**config.mk**
```make
export PLATFORM = sky130hd
export DESIGN_NAME = lcd_raster_timer
export DESIGN_NICKNAME = d
export VERILOG_FILES = /design/src/rtl/tg_pkg.sv /design/src/rtl/tg_cfg_latch.sv /design/src/rtl/tg_pixdiv.sv /design/src/rtl/tg_axis.sv /design/src/rtl/lcd_raster_timer.sv
export SDC_FILE = /design/constraint.sdc
export NUM_CORES = 1
export LEC_CHECK = 0
export ABC_CLOCK_PERIOD_IN_PS = 6200
export BUFFER_PORTS_ARGS = -buffer_cell sky130_fd_sc_hd__buf_2
export CAP_MARGIN = 10
export CORE_AREA = 2 2 153 155
export DETAILED_ROUTE_END_ITERATION = 10
export DIE_AREA = 0 0 155 157
export PLACE_DENSITY = 0.86
export SETUP_SLACK_MARGIN = 0.5
export SLEW_MARGIN = 40
export SYNTH_ARGS = -nofsm -noshare
export SYNTH_HDL_FRONTEND = slang
export SYNTH_HIERARCHICAL = 1
export SYNTH_SLANG_ARGS = --single-unit
```
**constraint.sdc**
```tcl
create_clock -name clk -period 6.2 [get_ports clk]
set_clock_uncertainty 0.15 [all_clocks]
set_input_delay 1.24 -clock clk [delete_from_list [all_inputs] [get_ports clk]]
set_output_delay 1.24 -clock clk [all_outputs]
set_load 0.03 [all_outputs]
```
**src/rtl/tg_pkg.sv**
```systemverilog
`timescale 1ns/1ps
// Shared widths and types for the raster timing generator.
// Assumes lines and frames fit in CW-bit position counters.
package tg_pkg;
    localparam int CW = 13;   // position counter width (5120 px / 2622 lines max)
    localparam int DW = 8;    // divisor width

    // Phase boundaries along one axis, all measured from position 0.
    typedef struct packed {
        logic [CW-1:0] sync_end;
        logic [CW-1:0] act_beg;
        logic [CW-1:0] act_end;
        logic [CW-1:0] total;
    } axis_bnd_t;

    // Divisor and output-shaping options.
    typedef struct packed {
        logic [DW-1:0] div;
        logic          inv_hs;
        logic          inv_vs;
        logic          inv_pc;
        logic          edge_sel;
        logic          edge_rise;
    } ctl_cfg_t;
endpackage

```
**src/rtl/tg_cfg_latch.sv**
```systemverilog
`timescale 1ns/1ps
// Decodes the three geometry words into per-axis phase boundaries and
// holds them, along with the divisor and the polarity options, between
// load strobes. Assumes load is high while disabled and at frame wrap.
module tg_cfg_latch
    import tg_pkg::*;
(
    input  logic          clk,
    input  logic          rst_n,
    input  logic          load,
    input  logic [DW-1:0] div_in,
    input  logic [31:0]   w0,
    input  logic [31:0]   w1,
    input  logic [31:0]   w2,
    output axis_bnd_t     hbnd,
    output axis_bnd_t     vbnd,
    output ctl_cfg_t      ctl
);
    localparam logic [CW-1:0] ONE    = CW'(1);
    localparam logic [DW-1:0] MINDIV = DW'(2);

    logic [CW-1:0] h_sw, h_bp, h_fp, h_units, h_px;
    logic [CW-1:0] v_sw, v_bp, v_fp, v_ln;
    axis_bnd_t     hbnd_d, vbnd_d;
    ctl_cfg_t      ctl_d;

    // Field extraction: horizontal counts are stored minus one.
    always_comb begin
        h_sw    = CW'({w2[30:27], w0[15:10]}) + ONE;
        h_bp    = CW'({w2[5:4],   w0[31:24]}) + ONE;
        h_fp    = CW'({w2[1:0],   w0[23:16]}) + ONE;
        h_units = CW'({w0[3],     w0[9:4]})   + ONE;
        h_px    = {h_units[CW-5:0], 4'b0000};
        v_sw    = CW'(w1[15:10]) + ONE;
        v_bp    = CW'(w1[31:24]);
        v_fp    = CW'(w1[23:16]);
        v_ln    = CW'({w2[26], w1[9:0]}) + ONE;
    end

    // Cumulative phase boundaries for both axes.
    always_comb begin
        hbnd_d.sync_end = h_sw;
        hbnd_d.act_beg  = h_sw + h_bp;
        hbnd_d.act_end  = h_sw + h_bp + h_px;
        hbnd_d.total    = h_sw + h_bp + h_px + h_fp;
        vbnd_d.sync_end = v_sw;
        vbnd_d.act_beg  = v_sw + v_bp;
        vbnd_d.act_end  = v_sw + v_bp + v_ln;
        vbnd_d.total    = v_sw + v_bp + v_ln + v_fp;
    end

    // Divisor clamp and option bits.
    always_comb begin
        ctl_d.div       = (div_in < MINDIV) ? MINDIV : div_in;
        ctl_d.inv_hs    = w2[21];
        ctl_d.inv_vs    = w2[20];
        ctl_d.inv_pc    = w2[22];
        ctl_d.edge_sel  = w2[25];
        ctl_d.edge_rise = w2[24];
    end

    // Capture on the load strobe only.
    always_ff @(posedge clk) begin
        if (!rst_n) begin
            hbnd <= '0;
            vbnd <= '0;
            ctl  <= '{div: MINDIV, default: 1'b0};
        end else if (load) begin
            hbnd <= hbnd_d;
            vbnd <= vbnd_d;
            ctl  <= ctl_d;
        end
    end
endmodule

```
**src/rtl/tg_pixdiv.sv**
```systemverilog
`timescale 1ns/1ps
// Divides the system clock into a pixel-advance strobe and a pixel clock
// whose first ceil(D/2) clocks are high. Assumes div >= 2.
module tg_pixdiv #(
    parameter int DW = tg_pkg::DW
) (
    input  logic          clk,
    input  logic          rst_n,
    input  logic          enable,
    input  logic [DW-1:0] div,
    output logic          pix_ce,
    output logic          fall_ce,
    output logic          pclk_raw
);
    localparam logic [DW-1:0] ONE = DW'(1);

    logic [DW-1:0] dcnt;
    logic [DW:0]   half_w;
    logic [DW-1:0] half;

    // High-phase length of the pixel clock.
    always_comb begin
        half_w = ({1'b0, div} + (DW+1)'(1)) >> 1;
        half   = half_w[DW-1:0];
    end

    // Clock counter within one pixel period.
    always_ff @(posedge clk) begin
        if (!rst_n || !enable)
            dcnt <= '0;
        else if (dcnt == div - ONE)
            dcnt <= '0;
        else
            dcnt <= dcnt + ONE;
    end

    // Strobes and pixel clock level.
    always_comb begin
        pix_ce   = enable && (dcnt == div - ONE);
        fall_ce  = enable && (dcnt == half - ONE);
        pclk_raw = enable && (dcnt < half);
    end


    ce_gap_chk: assert property (@(posedge clk) disable iff (!rst_n)
        pix_ce |=> !pix_ce);


    pclk_rise_chk: assert property (@(posedge clk) disable iff (!rst_n)
        pix_ce |=> (pclk_raw || !enable));
endmodule

```
**src/rtl/tg_axis.sv**
```systemverilog
`timescale 1ns/1ps
// One scan axis: a position counter that wraps at the programmed total,
// plus decode of the sync and active phases. Assumes bnd is ordered
// sync_end <= act_beg <= act_end <= total and total >= 1.
module tg_axis
    import tg_pkg::*;
(
    input  logic          clk,
    input  logic          rst_n,
    input  logic          clear,
    input  logic          step,
    input  axis_bnd_t     bnd,
    output logic [CW-1:0] pos,
    output logic [CW-1:0] offs,
    output logic          last,
    output logic          in_sync,
    output logic          in_act
);
    localparam logic [CW-1:0] ONE = CW'(1);

    // Position advance and wrap.
    always_ff @(posedge clk) begin
        if (!rst_n || clear)
            pos <= '0;
        else if (step)
            pos <= last ? '0 : pos + ONE;
    end

    // Phase decode and offset into the active region.
    always_comb begin
        last    = (pos == bnd.total - ONE);
        in_sync = (pos < bnd.sync_end);
        in_act  = (pos >= bnd.act_beg) && (pos < bnd.act_end);
        offs    = in_act ? (pos - bnd.act_beg) : '0;
    end


    pos_clear_chk: assert property (@(posedge clk) disable iff (!rst_n)
        clear |=> (pos == '0));


    pos_bound_chk: assert property (@(posedge clk) disable iff (!rst_n)
        !clear |-> (pos < bnd.total));
endmodule

```
**src/rtl/lcd_raster_timer.sv**
```systemverilog
`timescale 1ns/1ps
// Raster timing generator top: configuration capture, pixel divider,
// horizontal and vertical scan counters, and output shaping for the
// syncs, data enable, pixel clock and frame-done pulse.
// Assumes the geometry words describe a legal panel.
module lcd_raster_timer
    import tg_pkg::*;
#(
    parameter int XW = 11,
    parameter int YW = 11
) (
    input  logic          clk,
    input  logic          rst_n,
    input  logic          enable,
    input  logic [7:0]    div_cfg,
    input  logic [31:0]   tcfg0,
    input  logic [31:0]   tcfg1,
    input  logic [31:0]   tcfg2,
    output logic          pix_ce,
    output logic          pclk,
    output logic          hsync,
    output logic          vsync,
    output logic          de,
    output logic [XW-1:0] pix_x,
    output logic [YW-1:0] pix_y,
    output logic          frame_done
);
    localparam int NAX = 2;   // 0: horizontal, 1: vertical

    axis_bnd_t     hbnd, vbnd;
    ctl_cfg_t      ctl;
    logic          load, fall_ce, pclk_raw;
    axis_bnd_t     ax_bnd  [NAX];
    logic          ax_step [NAX];
    logic [CW-1:0] ax_pos  [NAX];
    logic [CW-1:0] ax_offs [NAX];
    logic          ax_last [NAX];
    logic          ax_sync [NAX];
    logic          ax_act  [NAX];
    logic          hs_raw, vs_raw, hs_hold, vs_hold, late_sync;

    // Configuration is taken while parked or on the last pixel of a frame.
    assign load = !enable || (pix_ce && ax_last[0] && ax_last[1]);

    tg_cfg_latch u_cfg (
        .clk    (clk),
        .rst_n  (rst_n),
        .load   (load),
        .div_in (div_cfg),
        .w0     (tcfg0),
        .w1     (tcfg1),
        .w2     (tcfg2),
        .hbnd   (hbnd),
        .vbnd   (vbnd),
        .ctl    (ctl)
    );

    tg_pixdiv #(.DW(DW)) u_div (
        .clk      (clk),
        .rst_n    (rst_n),
        .enable   (enable),
        .div      (ctl.div),
        .pix_ce   (pix_ce),
        .fall_ce  (fall_ce),
        .pclk_raw (pclk_raw)
    );

    // Axis wiring: vertical steps on the last pixel of each line.
    always_comb begin
        ax_bnd[0]  = hbnd;
        ax_bnd[1]  = vbnd;
        ax_step[0] = pix_ce;
        ax_step[1] = pix_ce && ax_last[0];
    end

    for (genvar g = 0; g < NAX; g++) begin : g_axis
        tg_axis u_axis (
            .clk     (clk),
            .rst_n   (rst_n),
            .clear   (!enable),
            .step    (ax_step[g]),
            .bnd     (ax_bnd[g]),
            .pos     (ax_pos[g]),
            .offs    (ax_offs[g]),
            .last    (ax_last[g]),
            .in_sync (ax_sync[g]),
            .in_act  (ax_act[g])
        );
    end

    // Raw sync levels and late-edge selection.
    always_comb begin
        hs_raw    = enable && ax_sync[0];
        vs_raw    = enable && ax_sync[1];
        late_sync = ctl.edge_sel && !ctl.edge_rise;
    end

    // Sync samples taken on the falling half of the pixel clock.
    always_ff @(posedge clk) begin
        if (!rst_n || !enable) begin
            hs_hold <= 1'b0;
            vs_hold <= 1'b0;
        end else if (fall_ce) begin
            hs_hold <= hs_raw;
            vs_hold <= vs_raw;
        end
    end

    // Output polarity, data enable and coordinates.
    always_comb begin
        hsync = (late_sync ? hs_hold : hs_raw) ^ ctl.inv_hs;
        vsync = (late_sync ? vs_hold : vs_raw) ^ ctl.inv_vs;
        pclk  = pclk_raw ^ ctl.inv_pc;
        de    = enable && ax_act[0] && ax_act[1];
        pix_x = XW'(ax_offs[0]);
        pix_y = YW'(ax_offs[1]);
    end

    // Frame-done pulse registered at the frame wrap.
    always_ff @(posedge clk) begin
        if (!rst_n)
            frame_done <= 1'b0;
        else
            frame_done <= pix_ce && ax_last[0] && ax_last[1];
    end


    fd_pulse_chk: assert property (@(posedge clk) disable iff (!rst_n)
        frame_done |=> !frame_done);


    de_sync_chk: assert property (@(posedge clk) disable iff (!rst_n)
        de |-> (!ax_sync[0] && !ax_sync[1]));


    fd_origin_chk: assert property (@(posedge clk) disable iff (!rst_n)
        frame_done |-> (ax_pos[0] == '0 && ax_pos[1] == '0));
endmodule

```
==> results of run 1 <==
through the flow:
stage               setup slack (ps)  instances  hold WS [ps]  cell area, sq um  utilization [%]
global placement                 471       1839           278             12800             56.7
floorplan                       1030       1501           271             12100                -
detailed placement               390       1839           283             12800             56.8
finish                           721       1870           295             13400             59.7
CTS                              769       1870           292             13400             59.7
global route                     544       1870           316             13400             59.7
layer usage:
metal | share of wire [%] | global-route usage (%) | wire length, microns | vias up
met5 | 0 | 0 | 0 | -
met1 | 43 | 31.8 | 13400 | 5180
met3 | 6.4 | 4.30 | 1990 | 59
met2 | 48 | 45.0 | 15000 | 375
met4 | 2.6 | 9.66 | 816 | 0
li1 | - | - | - | 5363
worst paths after layout:
check | from | to | slack [ps] | depth (start not counted)
worst max-delay path | tcfg0[10] | u_cfg/hbnd[12] | 720 | 19
worst min-delay path | u_cfg/vbnd[12] | u_cfg/vbnd[12] | 290 | 2
worst max register to register | u_cfg/hbnd[0] | u_cfg/hbnd[36] | 1600 | 13
worst min register to register | u_cfg/vbnd[12] | u_cfg/vbnd[12] | 290 | 2
critical path, delay by kind of cell:
family,cells,cell delay (ps)
buffers and inverters,3,320
AO/OA/AOI/OAI,6,1380
AND/OR/NAND/NOR,4,750
XOR/XNOR,2,570
adder cells (fa/ha/maj),4,1430
final cells by class:
cell class                      instances  area (sq um)
Fill cell                            1853          9060
Clock inverter                         13           219
Clock buffer                           18           439
Tap cell                              285           357
Inverter                              140           528
Multi-Input combinational cell       1162          8580
Sequential cell                       136          2720
Timing Repair Buffer                  116           601
power by group through the flow:
stage               clock (uW)  combinational, uW  sequential [uW]
detailed placement           0               1660             1120
floorplan                    0               1340             1070
finish                    1140               1700             1100
global route              1190               1880             1120
CTS                       1160               1670             1100
global placement             0               1590             1110
sequential cells by signal, summed over array words and instances (netlist names):
| signal | cells |
|---|---|
| frame_done | 1 |
| g_axis.u_axis/pos | 26 |
| hs_hold | 1 |
| u_cfg/ctl | 13 |
| u_cfg/hbnd | 45 |
| u_cfg/vbnd | 41 |
| u_div/dcnt | 8 |
| vs_hold | 1 |
==> flow_metrics.tcl, run 1 <==
set metrics [dict create \
    crit_path_end_kind "flop" \
    antenna_found_initial 0 \
    path_max_fanout 5 \
    coreArea_sq_mm 0.0225 \
    cp_cell_sequence "buf_2, ha_1, nand3_1, xnor2_1, ha_1, a21o_1, a31oi_1, xnor2_1, inv_1, fa_1, inv_1, ha_1, o21a_1, a21boi_1, o41ai_1, o21ai_0, and3_1, or3_1, nand3_1" \
    cts.clk_slew.worst_paths_ps 60 \
    area_delta_synth_final_pct 11.3 \
    final_cell_mix "nor2_1 (172), ha_1 (145), inv_1 (139)" \
    nNetsFinal 1833 \
    dieHeight_microns 157 \
    antenna_cells 0 \
    cp-start-kind "primary input" \
    p_seq_share_pct 27.9 \
    p_total_uw 3950 \
    cp.required_ps 6410 \
    cpMostUsedCell "ha_1" \
    routed_wl_microns 31200 \
    drc_errors 0 \
    hold_buffers 0 \
    root_buffer "clkbuf_16" \
    setup_viol 0 \
    layout_commonest_cell "nor2_1" \
    insertion_delay_ps 430 \
    cts_max_path_buffers 2 \
    max_freq_mhz 183 \
    drt_iter0_markers 705 \
    grt_usage_pct 25.7 \
    powerDensity_mw_per_mm2 294 \
    fin_crit_ps 5480 \
    min_path_type "flop to flop" \
    grt_max_degree 69 \
    via_count 11000 \
    crit_type "primary input to flop" \
    drv_slew 0 \
    internal_power_uw 2430 \
    tns_ps 0 \
    postCtsSetupBuffers 0 \
    dp_hpwl_microns 23300 \
    swShare_pct 38.3 \
    slowest_delay_ps 590 \
    drive_above_1_share_pct 11.2 \
    syn_area_per_cell_sq_um 8.12 \
    syn_area_sq_mm 0.0121 \
    grt_pass1_wl_microns 51000 \
    cts-resized-gates 0 \
    routedWlPerCell_microns 16.7 \
    viasPerCell 5.87 \
    yosysWarnings 6 \
    ios 135 \
    cts_made_buffers 17 \
    die_w_microns 155 \
    slowest_stage "fa_1" \
    ir_drop_uv 171 \
    grt_pass1_vias 10700 \
    status "completed" \
    gp_congestion 0.913 \
    die_area_sq_mm 0.0243 \
    tightest_slew_ps 866 \
    grt-ovfl-total 0 \
    finalHoldViolations 0 \
    rsz0062_at_grt "false" \
    cts.sinks 136 \
    power.switching_uw 1510 \
    arrival_ps 5690 \
    cts_tree "built" \
    p_leak_uw 0.00624 \
    fin_crit_sh_pct 88.4 \
    syn_inst 1488 \
    p_comb_share_pct 43.1 \
    io_buffer_count 113 \
    drt-pass1-iter-count 7 \
    h-tree-depth 4 \
    ant_nets 0 \
    initial_core_util_pct 53.7 \
    maxSlewHeadroom_pct 41.9 \
    cap_violations 0 \
    power.share.clock_pct 29.0 \
    rows 55 \
]
Power figures use the tool's default switching activity.
==> run 2: changes to the inputs <==
- PLACE_DENSITY: 0.86 -> unset
- PLACE_DENSITY_LB_ADDON: unset -> 0.05
==> flow_metrics.tcl, run 2 (same netlist as run 1, synthesis figures left out) <==
set metrics [dict create \
    grt_usage_pct 25.3 \
    grt-ovfl-total 0 \
    antenna_cells 0 \
    cts-resized-gates 0 \
    place_area_sq_mm 0.0128 \
    ant_nets 0 \
    cap_violations 0 \
    dp_cells 1842 \
    initial_core_util_pct 53.7 \
    status "completed" \
    min_path_type "flop to flop" \
    cp.required_ps 6410 \
    grt_max_degree 80 \
    die_w_microns 155 \
    coreArea_sq_mm 0.0225 \
    h-tree-depth 4 \
    power.share.clock_pct 26.9 \
    dp_hpwl_microns 23200 \
    via_count 10400 \
    ir_drop_uv 171 \
    design_area_sq_mm 0.0134 \
    gp_congestion 0.876 \
    drc_errors 0 \
    crit_type "primary input to flop" \
    grt_pass1_vias 9781 \
    drt_iter0_markers 527 \
    routed_wl_microns 30200 \
    arrival_ps 5550 \
    routedWlPerCell_microns 16.1 \
    nNetsFinal 1836 \
    cts_made_buffers 17 \
    fin_crit_ps 5340 \
    root_buffer "clkbuf_16" \
    maxSlewHeadroom_pct 51.5 \
    path_max_fanout 5 \
    swShare_pct 39.4 \
    cts.sinks 136 \
    reg.largest.list "u_cfg/hbnd (45), u_cfg/vbnd (41), g_axis.u_axis/pos (26)" \
    final_cell_mix "nor2_1 (172), ha_1 (145), inv_1 (139)" \
    tightest_slew_ps 723 \
    powerDensity_mw_per_mm2 284 \
    rsz0062_at_grt "false" \
    setup_viol 0 \
    rows 55 \
    final_core_util_pct 59.4 \
    drive_above_1_share_pct 11.4 \
    regMostFlops "u_cfg/hbnd" \
    power.switching_uw 1490 \
    slowest_delay_ps 520 \
    ios 135 \
    die_area_sq_mm 0.0243 \
    hold_buffers 0 \
    cts_max_path_buffers 2 \
    drv_slew 0 \
    cts_tree "built" \
    internal_power_uw 2300 \
    cts.clk_slew.worst_paths_ps 60 \
    cp-start-kind "primary input" \
    max_freq_mhz 187 \
    p_seq_share_pct 29.0 \
    p_comb_share_pct 44.1 \
    stdcell_count 1873 \
    postCtsSetupBuffers 0 \
    drt-pass1-iter-count 6 \
    cp_cell_sequence "buf_2, ha_1, fa_1, a21oi_1, inv_1, a21oi_1, xnor2_1, ha_1, inv_1, fa_1, inv_1, ha_1, o21a_1, a21boi_1, o41ai_1, o21ai_0, and3_1, or3_1, nand3_1" \
    area_delta_synth_final_pct 10.6 \
    layout_commonest_cell "nor2_1" \
    whs_ps 289 \
    antenna_found_initial 0 \
    fin_crit_sh_pct 86.1 \
    p_leak_uw 0.00621 \
    dieHeight_microns 157 \
    crit_path_end_kind "flop" \
    viasPerCell 5.54 \
    slowest_stage "fa_1" \
    largest_register_ffs 45 \
    insertion_delay_ps 430 \
    finalHoldViolations 0 \
    tns_ps 0 \
    grt_pass1_wl_microns 49600 \
    io_buffer_count 113 \
]
-- run 2: cell count changes in the layout (fill, tap and decap cells not counted) --
cell and delta:
buf_4 +3, bufinv_16 -3, clkbuf_1 +1, clkbuf_8 -1
clkinv_2 +1, clkinvlp_4 +2, o21ai_1 -1, o21ai_2 +1
o41ai_2 +2, o41ai_4 -2
-- run 2: layer usage --
| metal | vias up | part of all wire (%) | global-route usage, % |
|---|---|---|---|
| met3 | 28 | 3.2 | 3.03 |
| met2 | 184 | 46 | 42.0 |
| met4 | 0 | 1.5 | 6.44 |
| met5 | - | 0 | 0 |
| li1 | 5354 | - | - |
| met1 | 4804 | 50 | 35.1 |
-- run 2: critical path: cells and delay by family --
| family | cells | cell delay (ps) |
|---|---|---|
| adder cells (fa/ha/maj) | 5 | 1850 |
| AO/OA/AOI/OAI | 6 | 1340 |
| AND/OR/NAND/NOR | 3 | 610 |
| buffers and inverters | 4 | 320 |
| XOR/XNOR | 1 | 170 |
-- run 2: power by group through the flow --
stage,Clock (uW),Combinational (uW),Sequential [uW]
after global placement,0,1620,1110
final,1020,1680,1100
after CTS,1030,1660,1100
after global routing,1070,1880,1120
after detailed placement,0,1650,1120
after floorplan,0,1340,1070
-- run 2: final cells by class --
| cell class | count | area (sq um) |
|---|---|---|
| clock inverters | 13 | 149 |
| flip-flops and latches | 136 | 2720 |
| multi-input cells | 1162 | 8560 |
| repair buffers | 119 | 623 |
| well taps | 285 | 357 |
| fillers | 2134 | 9140 |
| inverters | 140 | 528 |
| clock buffers | 18 | 429 |
-- run 2: stage by stage --
stage	worst slack (ps)	total power [uW]
floorplan	1030	2410
global placement	475	2740
detailed placement	469	2770
CTS	896	3790
global route	530	4070
finish	863	3800
-- run 2: final timing paths --
kind                       start              to  slack, ps  cells past startpoint
setup / recovery       tcfg0[10]  u_cfg/hbnd[12]        860                     19
hold / removal    u_cfg/vbnd[12]  u_cfg/vbnd[12]        290                      2
setup reg to reg   u_cfg/hbnd[0]  u_cfg/hbnd[49]       1710                     13
hold reg to reg   u_cfg/vbnd[12]  u_cfg/vbnd[12]        290                      2
